`config.mk`:
```
export PLATFORM = sky130hd
export DESIGN_NAME = mbox_hs
export DESIGN_NICKNAME = d
export VERILOG_FILES = /design/src/rtl/mbox_hs.sv
export SDC_FILE = /design/constraint.sdc
export NUM_CORES = 1
export LEC_CHECK = 0
export CAP_MARGIN = 40
export CORE_AREA = 2 2 196 198
export DETAILED_ROUTE_END_ITERATION = 16
export DIE_AREA = 0 0 198 200
export GPL_TIMING_DRIVEN = 0
export PLACE_DENSITY_LB_ADDON = 0.15
export SYNTH_ARGS = -nofsm -noshare
export SYNTH_HDL_FRONTEND = slang
export SYNTH_SLANG_ARGS = --single-unit
```
`constraint.sdc`:
```
create_clock -name clk -period 6.1 [get_ports clk]
set_input_delay 0.915 -clock clk [delete_from_list [all_inputs] [get_ports clk]]
set_output_delay 0.915 -clock clk [all_outputs]
set_load 0.005 [all_outputs]
```
`src/rtl/mbox_hs.sv`:
```
module mbox_hs #(
  parameter int NBUF = 16
) (
  input  logic       clk,
  input  logic       rst_n,
  input  logic       h_wr,
  input  logic       h_rd,
  input  logic [4:0] h_addr,
  input  logic [7:0] h_wdata,
  output logic [7:0] h_rdata,
  input  logic       s_wr,
  input  logic       s_rd,
  input  logic [4:0] s_addr,
  input  logic [7:0] s_wdata,
  output logic [7:0] s_rdata
);
  localparam int BW   = $clog2(NBUF);
  localparam int LAST = NBUF - 1;

  logic [7:0] idr, odr;
  logic [7:0] tbuf [NBUF];
  logic bif, bof, mwm, swm, cmd, usr, ibf, obf;
  logic [7:0] st;

  wire          h_buf = h_addr[BW];
  wire          s_buf = s_addr[BW];
  wire [BW-1:0] h_idx = h_addr[BW-1:0];
  wire [BW-1:0] s_idx = s_addr[BW-1:0];

  wire h_wr_idr = h_wr && !h_buf && (h_idx[BW-1:1] == '0);
  wire h_rd_odr = h_rd && !h_buf && (h_idx[BW-1:1] == '0);
  wire s_rd_idr = s_rd && !s_buf && (s_idx == BW'(0));
  wire s_wr_odr = s_wr && !s_buf && (s_idx == BW'(1));
  wire s_wr_st  = s_wr && !s_buf && (s_idx == BW'(2));

  wire h_wr_b0   = h_wr && h_buf && (h_idx == '0);
  wire s_wr_b0   = s_wr && s_buf && (s_idx == '0);
  wire h_wr_last = h_wr && h_buf && (h_idx == BW'(LAST));
  wire s_wr_last = s_wr && s_buf && (s_idx == BW'(LAST));
  wire h_rd_last = h_rd && h_buf && (h_idx == BW'(LAST));
  wire s_rd_last = s_rd && s_buf && (s_idx == BW'(LAST));

  wire h_claim = h_wr_b0 && !swm;
  wire s_claim = s_wr_b0 && !mwm && !h_claim;

  assign st = {bif, bof, mwm, swm, cmd, usr, ibf, obf};

  always_ff @(posedge clk) begin
    if (!rst_n) begin
      idr <= '0;
      odr <= '0;
      {bif, bof, mwm, swm, cmd, usr, ibf, obf} <= '0;
    end else begin
      if (h_wr_idr) begin
        idr <= h_wdata;
        cmd <= h_addr[0];
      end
      if (s_wr_odr) odr <= s_wdata;
      if (s_wr_st) usr <= s_wdata[2];

      ibf <= h_wr_idr  ? 1'b1 : s_rd_idr ? 1'b0 : ibf;
      obf <= s_wr_odr  ? 1'b1 : (h_rd_odr || (s_wr_st && !s_wdata[0])) ? 1'b0 : obf;
      mwm <= h_claim   ? 1'b1 : s_rd_last ? 1'b0 : mwm;
      swm <= s_claim   ? 1'b1 : (h_rd_last || (s_wr_st && !s_wdata[4])) ? 1'b0 : swm;
      bif <= h_wr_last ? 1'b1 : s_rd_last ? 1'b0 : bif;
      bof <= s_wr_last ? 1'b1 : (h_rd_last || (s_wr_st && !s_wdata[6])) ? 1'b0 : bof;
    end
  end

  for (genvar i = 0; i < NBUF; i++) begin : g_buf
    always_ff @(posedge clk) begin
      if (!rst_n) tbuf[i] <= '0;
      else if (h_wr && h_buf && h_idx == BW'(i)) tbuf[i] <= h_wdata;
      else if (s_wr && s_buf && s_idx == BW'(i)) tbuf[i] <= s_wdata;
    end
  end

  always_comb begin
    if (h_buf)                  h_rdata = tbuf[h_idx];
    else if (h_idx == BW'(2))   h_rdata = st;
    else if (h_idx[BW-1:1] == '0) h_rdata = odr;
    else                        h_rdata = '0;
  end

  always_comb begin
    if (s_buf)                  s_rdata = tbuf[s_idx];
    else if (s_idx == BW'(0))   s_rdata = idr;
    else if (s_idx == BW'(1))   s_rdata = odr;
    else if (s_idx == BW'(2))   s_rdata = st;
    else                        s_rdata = '0;
  end

  p_owner_excl_r9: assert property (@(posedge clk) disable iff (!rst_n)
    !(mwm && swm));

  p_ibf_set_r3: assert property (@(posedge clk) disable iff (!rst_n)
    h_wr_idr |=> ibf);

  p_swm_claim_r8: assert property (@(posedge clk) disable iff (!rst_n)
    $rose(swm) |-> $past(!mwm));

  p_obf_keep_r5: assert property (@(posedge clk) disable iff (!rst_n)
    (s_wr_st && s_wdata[0] && !h_rd_odr) |=> $stable(obf));

  p_bif_set_r10: assert property (@(posedge clk) disable iff (!rst_n)
    h_wr_last |=> bif);

  p_mwm_hold_r7: assert property (@(posedge clk) disable iff (!rst_n)
    (mwm && !s_rd_last) |=> mwm);

  p_obf_set_r6: assert property (@(posedge clk) disable iff (!rst_n)
    s_wr_odr |=> obf);
endmodule

```
# Yosys cells after proc, flatten, opt, wreduce, memory -nomap -nowiden
# Memory sizes are Yosys's and may differ from the RTL's.
# Cells that the tools add are included.
[classes]
addsub = 0
n_mul = 0
n_div = 0
magnitude_cmp = 0
n_eq_ne = 30
shifts = 0
n_mux = 163
bitwise_logic = 32
reduce_logical = 73
[op_table]
columns = ["op", "n"]
rows = [
  ["$mux W8", 39],
  ["$mux W1", 124],
  ["$eq A4 B4 Y1 const B", 16],
  ["$logic_and A1 B1 Y1", 53],
  ["$eq A4 B3 Y1 const B", 8],
  ["$or A1 B1 Y1", 32],
  ["$eq A4 B2 Y1 const B", 4],
  ["$reduce_bool A2 Y1", 6],
  ["$eq A4 B1 Y1 const B", 2],
  ["$logic_not A1 Y1", 8],
  ["$logic_not A4 Y1", 2],
  ["$logic_not A3 Y1", 1],
  ["$logic_or A1 B1 Y1", 3],
]
[word_totals]
regBits = 24
latch_bits = 0
mem_bits_rw = 128
mem_bits_ro = 0
output_inout_bits = 16
wordCells = 309
n_memories = 1
[memory_table]
columns = ["name", "words", "width", "read_ports", "rd_ports_with_merged_regs", "write_ports", "line", "source"]
rows = [
  ["tbuf", 16, 8, 2, 0, 16, "21", "logic [7:0] tbuf [NBUF];"],
]

# Depth between registers and ports, before layout
[depth]
depth_word = 7
mapped_depth = 8

# Least setup slack after synthesis
# Ideal clock, no wire load.
[synth_path]
kind = "input to output"
from = "input port s_addr[1]"
to = "output port s_rdata[4]"
arrival_time_ns = 2.263
required_ns = 5.185
setup_slack_ns = 2.922
stages = 6
n_path_buf = 2
path_cell_list = "buf_4 buf_6 mux4_2 mux2_2 a22oi_1 o21ai_0"
[synth_via]
elab_chain_len = 5
elab_cells_between_ends = 8
cone_classes = "eq/ne: 2; mux: 4; reduce/logical: 1; memory: 1"
[synth_lines]
columns = ["element", "line", "source"]
rows = [
  ["start: declaration", "13", "input logic [4:0] s_addr,"],
  ["$eq A4 B2 Y1", "89", "else if (s_idx == BW'(2)) s_rdata = st;"],
  ["$mux W8", "89", ""],
  ["$mux W8", "88", "else if (s_idx == BW'(1)) s_rdata = odr;"],
  ["$mux W8", "87", "else if (s_idx == BW'(0)) s_rdata = idr;"],
  ["$mux W8 (*)", "86", "if (s_buf) s_rdata = tbuf[s_idx];"],
  ["end: declaration", "15", "output logic [7:0] s_rdata"],
]
# Every way passes the cells marked *; elsewhere a longest branch is shown, timed or not.

# Final worst setup path
[layout_path]
from = "input port h_addr[3]"
to = "output port h_rdata[1]"
[layout_via]
elab_chain_len = 4
elab_cells_between_ends = 6
cone_classes = "eq/ne: 1; mux: 3; reduce/logical: 1; memory: 1"
[layout_lines]
columns = ["element", "line", "source"]
rows = [
  ["start: declaration", "8", "input logic [4:0] h_addr,"],
  ["branches (longest 3 deep; another with $mem_v2 Z16 W8)", "-", ""],
  ["$mux W8 (*)", "79", "if (h_buf) h_rdata = tbuf[h_idx];"],
  ["end: declaration", "10", "output logic [7:0] h_rdata,"],
]
# Every way passes the cells marked *.

==> impl_metrics.tcl <==
set metrics [dict create \
    cp-start-kind "primary input" \
    synth_top_family_by_area "multiplexers" \
    finClkSkew_ns 0.000766 \
    antenna_found_initial 0 \
    worstPathCellList "clkdlybuf4s50_1, clkbuf_1, nor3b_2, nand2_1, nand4_1, o22a_1, clkdlybuf4s50_1" \
    drc 0 \
    slew_headroom_pct 39.2 \
    min_path_type "reg -> reg" \
    synth-seq-cells 152 \
    synth_compound_area_share_pct 17.2 \
    hold_viol 0 \
    synth_xor_area_share_pct 0 \
    rows 71 \
    crit_path_frequent_cell "clkdlybuf4s50_1" \
    cts_tree "yes" \
    total_leakage_power_uw 0.00362 \
    routed_wl_um 39900 \
    cts_resized 0 \
    slew_violations 0 \
    drive_gt1_share_pct 22.8 \
    yosys.area.top_type_share_pct 41.3 \
    synth_edf_count 128 \
    fmax_mhz 195 \
    grt_use_met1_pct 29.0 \
    grt.met2_usage_pct 30.9 \
    finalCritPeriodShare_pct 84.0 \
    syn-num-nets 787 \
    clkSinkCount 152 \
    fillers 3794 \
    post_cts_buffers 0 \
    critPathKind "in -> out" \
    core_sq_um 37400 \
    first_global_vias 7402 \
    synth_area_sq_um 9310 \
    cts_root_buf "clkbuf_16" \
    dieWidth_um 198 \
    crit_buf_inv 3 \
    crit_required_ns 5.18 \
    top_usage_layer "met2" \
    avgSynthCellArea_sq_um 12.3 \
    synth_area_leaders "edfxtp_1 (41%), mux4_2 (14%), a22o_1 (11%)" \
    fp.dieH_um 200 \
    initial_core_util_pct 24.9 \
    cp_top_family "buffers and inverters" \
    synth-main-ff-cell "edfxtp_1" \
    async_flop_share_pct 0 \
    first_pass_iters 5 \
    pin_count 48 \
    period_needed_ns 5.12 \
    synthAdderAreaFrac_pct 0 \
    yosysSeqAreaShare_pct 46.4 \
    met3_usage_pct 4.59 \
    wl_per_cell_um 29.6 \
    overflow 0 \
    utilization_pct 29.5 \
    yosysUniqueCellTypes 51 \
    setup-tns-final_ns 0 \
    grt_pass1_wl_um 56200 \
    path_max_fanout 10 \
    critical-path-max-stage-delay_ns 0.79 \
    hpwlAfterDp_um 29000 \
    syn_inst 755 \
    gp_congestion 0.887 \
    synth.largest_area_cell "edfxtp_1" \
    synth_warnings 0 \
    yosys.area_share.simple_pct 12.3 \
    cts_buffer_depth 2 \
    fin_nets 856 \
    setup_viol_count_final 0 \
    cpMaxStageDelayCell "nor3b_2" \
    avgViaCountPerCell 5.50 \
    htreeDepth 4 \
    die_area_sq_um 39600 \
    num_vias 7410 \
    worst_slew_pin_slew_ns 0.908 \
    area_growth_pct 18.4 \
    cp-end-kind "output port" \
    n_antenna_cell 0 \
    outcome "finished clean" \
    rsz0062_at_grt "false" \
    drt_first_iter_violations 890 \
    track_usage_pct 20.6 \
    clkTransAtPathRegs_ns 0.07 \
    ant_nets 0 \
    p_per_area_nw_per_um2 249 \
    numCtsBuffers 17 \
    grt_max_degree 17 \
    maxCapViolCount 0 \
    synthMuxAreaShare_pct 20.0 \
    cts_hold_buf 0 \
    cp.arrival_ns 4.21 \
    ir_worst_vdd_v 0.000167 \
    portBuffers 25 \
    worstSkewPairLatency_ns 0.45 \
]
-- where the power goes --
group          total [uW]  switching (uW)  internal, uW
registers            1220            41.4          1180
logic                 416             252           164
clock network        1110             499           612
-- worst register-to-register path, delay by kind of cell, from the launching register on --
family	cells	cell delay, ns
flip-flops	1	0.43
AO/OA/AOI/OAI	1	0.15
AND/OR/NAND/NOR	2	0.43
-- area by class of cell --
cell class                 instances  area, sq um  share of cell area, %
buffer                            85          374                   3.39
clock inverter                    15          165                   1.50
inverter                           1         3.75                 0.0340
clock buffer                      17          425                   3.86
tap                              511          639                   5.80
multi-input combinational        517         4620                   41.9
timing repair buffer              50          474                   4.30
sequential                       152         4320                   39.2
-- sequential cells by signal (all words and copies together) (netlist names) --
signal and count:
tbuf 128, idr 8, odr 8, bif 1
bof 1, cmd 1, ibf 1, mwm 1
obf 1, swm 1, usr 1
-- worst paths after layout --
path / from / end / slack (ns) / cells past startpoint
setup reg to reg: swm$_SDFFE_PN0P_ / swm$_SDFFE_PN0P_ / 5.02 / 3
hold / removal: idr[4]$_SDFFE_PN0P_ / idr[4]$_SDFFE_PN0P_ / 0.46 / 2
setup / recovery: h_addr[3] / h_rdata[1] / 0.98 / 7
hold reg to reg: idr[4]$_SDFFE_PN0P_ / idr[4]$_SDFFE_PN0P_ / 0.46 / 2
-- Yosys cell counts, types with 11 or more instances --
cell and number:
edfxtp_1 128, nor3_2 11, a22o_1 120, mux2i_1 33, nor2_1 41, mux4_2 56, buf_2 24, dfxtp_1 24
buf_1 22, nand3_1 23, a21oi_1 30, nand2_1 51, clkbuf_1 33, nand2b_1 15, mux2_2 24
-- layout by cell type, fill, tap and decap left out, types with 4 or more instances in the layout --
| master | instances |
|---|---|
| mux2i_1 | 33 |
| buf_4 | 17 |
| nand3b_1 | 9 |
| or3b_1 | 8 |
| buf_1 | 22 |
| buf_6 | 7 |
| clkbuf_1 | 33 |
| edfxtp_1 | 128 |
| or3_1 | 7 |
| nand2_1 | 51 |
| nor3_1 | 6 |
| nor3_2 | 12 |
| o21ai_1 | 5 |
| o211ai_1 | 4 |
| o22a_1 | 8 |
| nor2_1 | 41 |
| dfxtp_1 | 24 |
| o21ai_0 | 4 |
| a21oi_1 | 30 |
| nand4_1 | 9 |
| o221ai_1 | 8 |
| nand3_1 | 23 |
| o2bb2ai_1 | 8 |
| a22oi_1 | 8 |
| a22o_1 | 120 |
| mux2_2 | 24 |
| buf_2 | 26 |
| clkbuf_16 | 17 |
| clkdlybuf4s50_1 | 25 |
| nand2b_1 | 15 |
| mux4_2 | 56 |
| inv_6 | 6 |
-- per-stage QoR --
step / setup slack, ns / hold WS [ns] / power, uW / cells / cell area (sq um)
CTS: 1.14 / 0.461 / 2760 / 1348 / 11000
global route: 0.991 / 0.477 / 2820 / 1348 / 11000
floorplan: 2.92 / 0.436 / 1450 / 755 / 9310
finish: 0.978 / 0.459 / 2750 / 1348 / 11000
detailed placement: 1.13 / 0.451 / 1650 / 1316 / 10400
global placement: 0.880 / 0.447 / 1640 / 1291 / 10200
-- cells by family (layout without fill, tap and decap cells) --
logic type	Yosys count	after routing
muxes	113	113
and+or+nand+nor	203	203
buffers and inverters	86	168
DFF	152	152
AOI/OAI and AO/OA	201	201
-- per-layer routing --
layer | wire length (um) | vias up
li1 | - | 3186
met1 | 18700 | 3856
met2 | 17300 | 316
met3 | 2630 | 52
met4 | 1250 | 0
met5 | 0 | -
(Power assumes the default switching activity.)
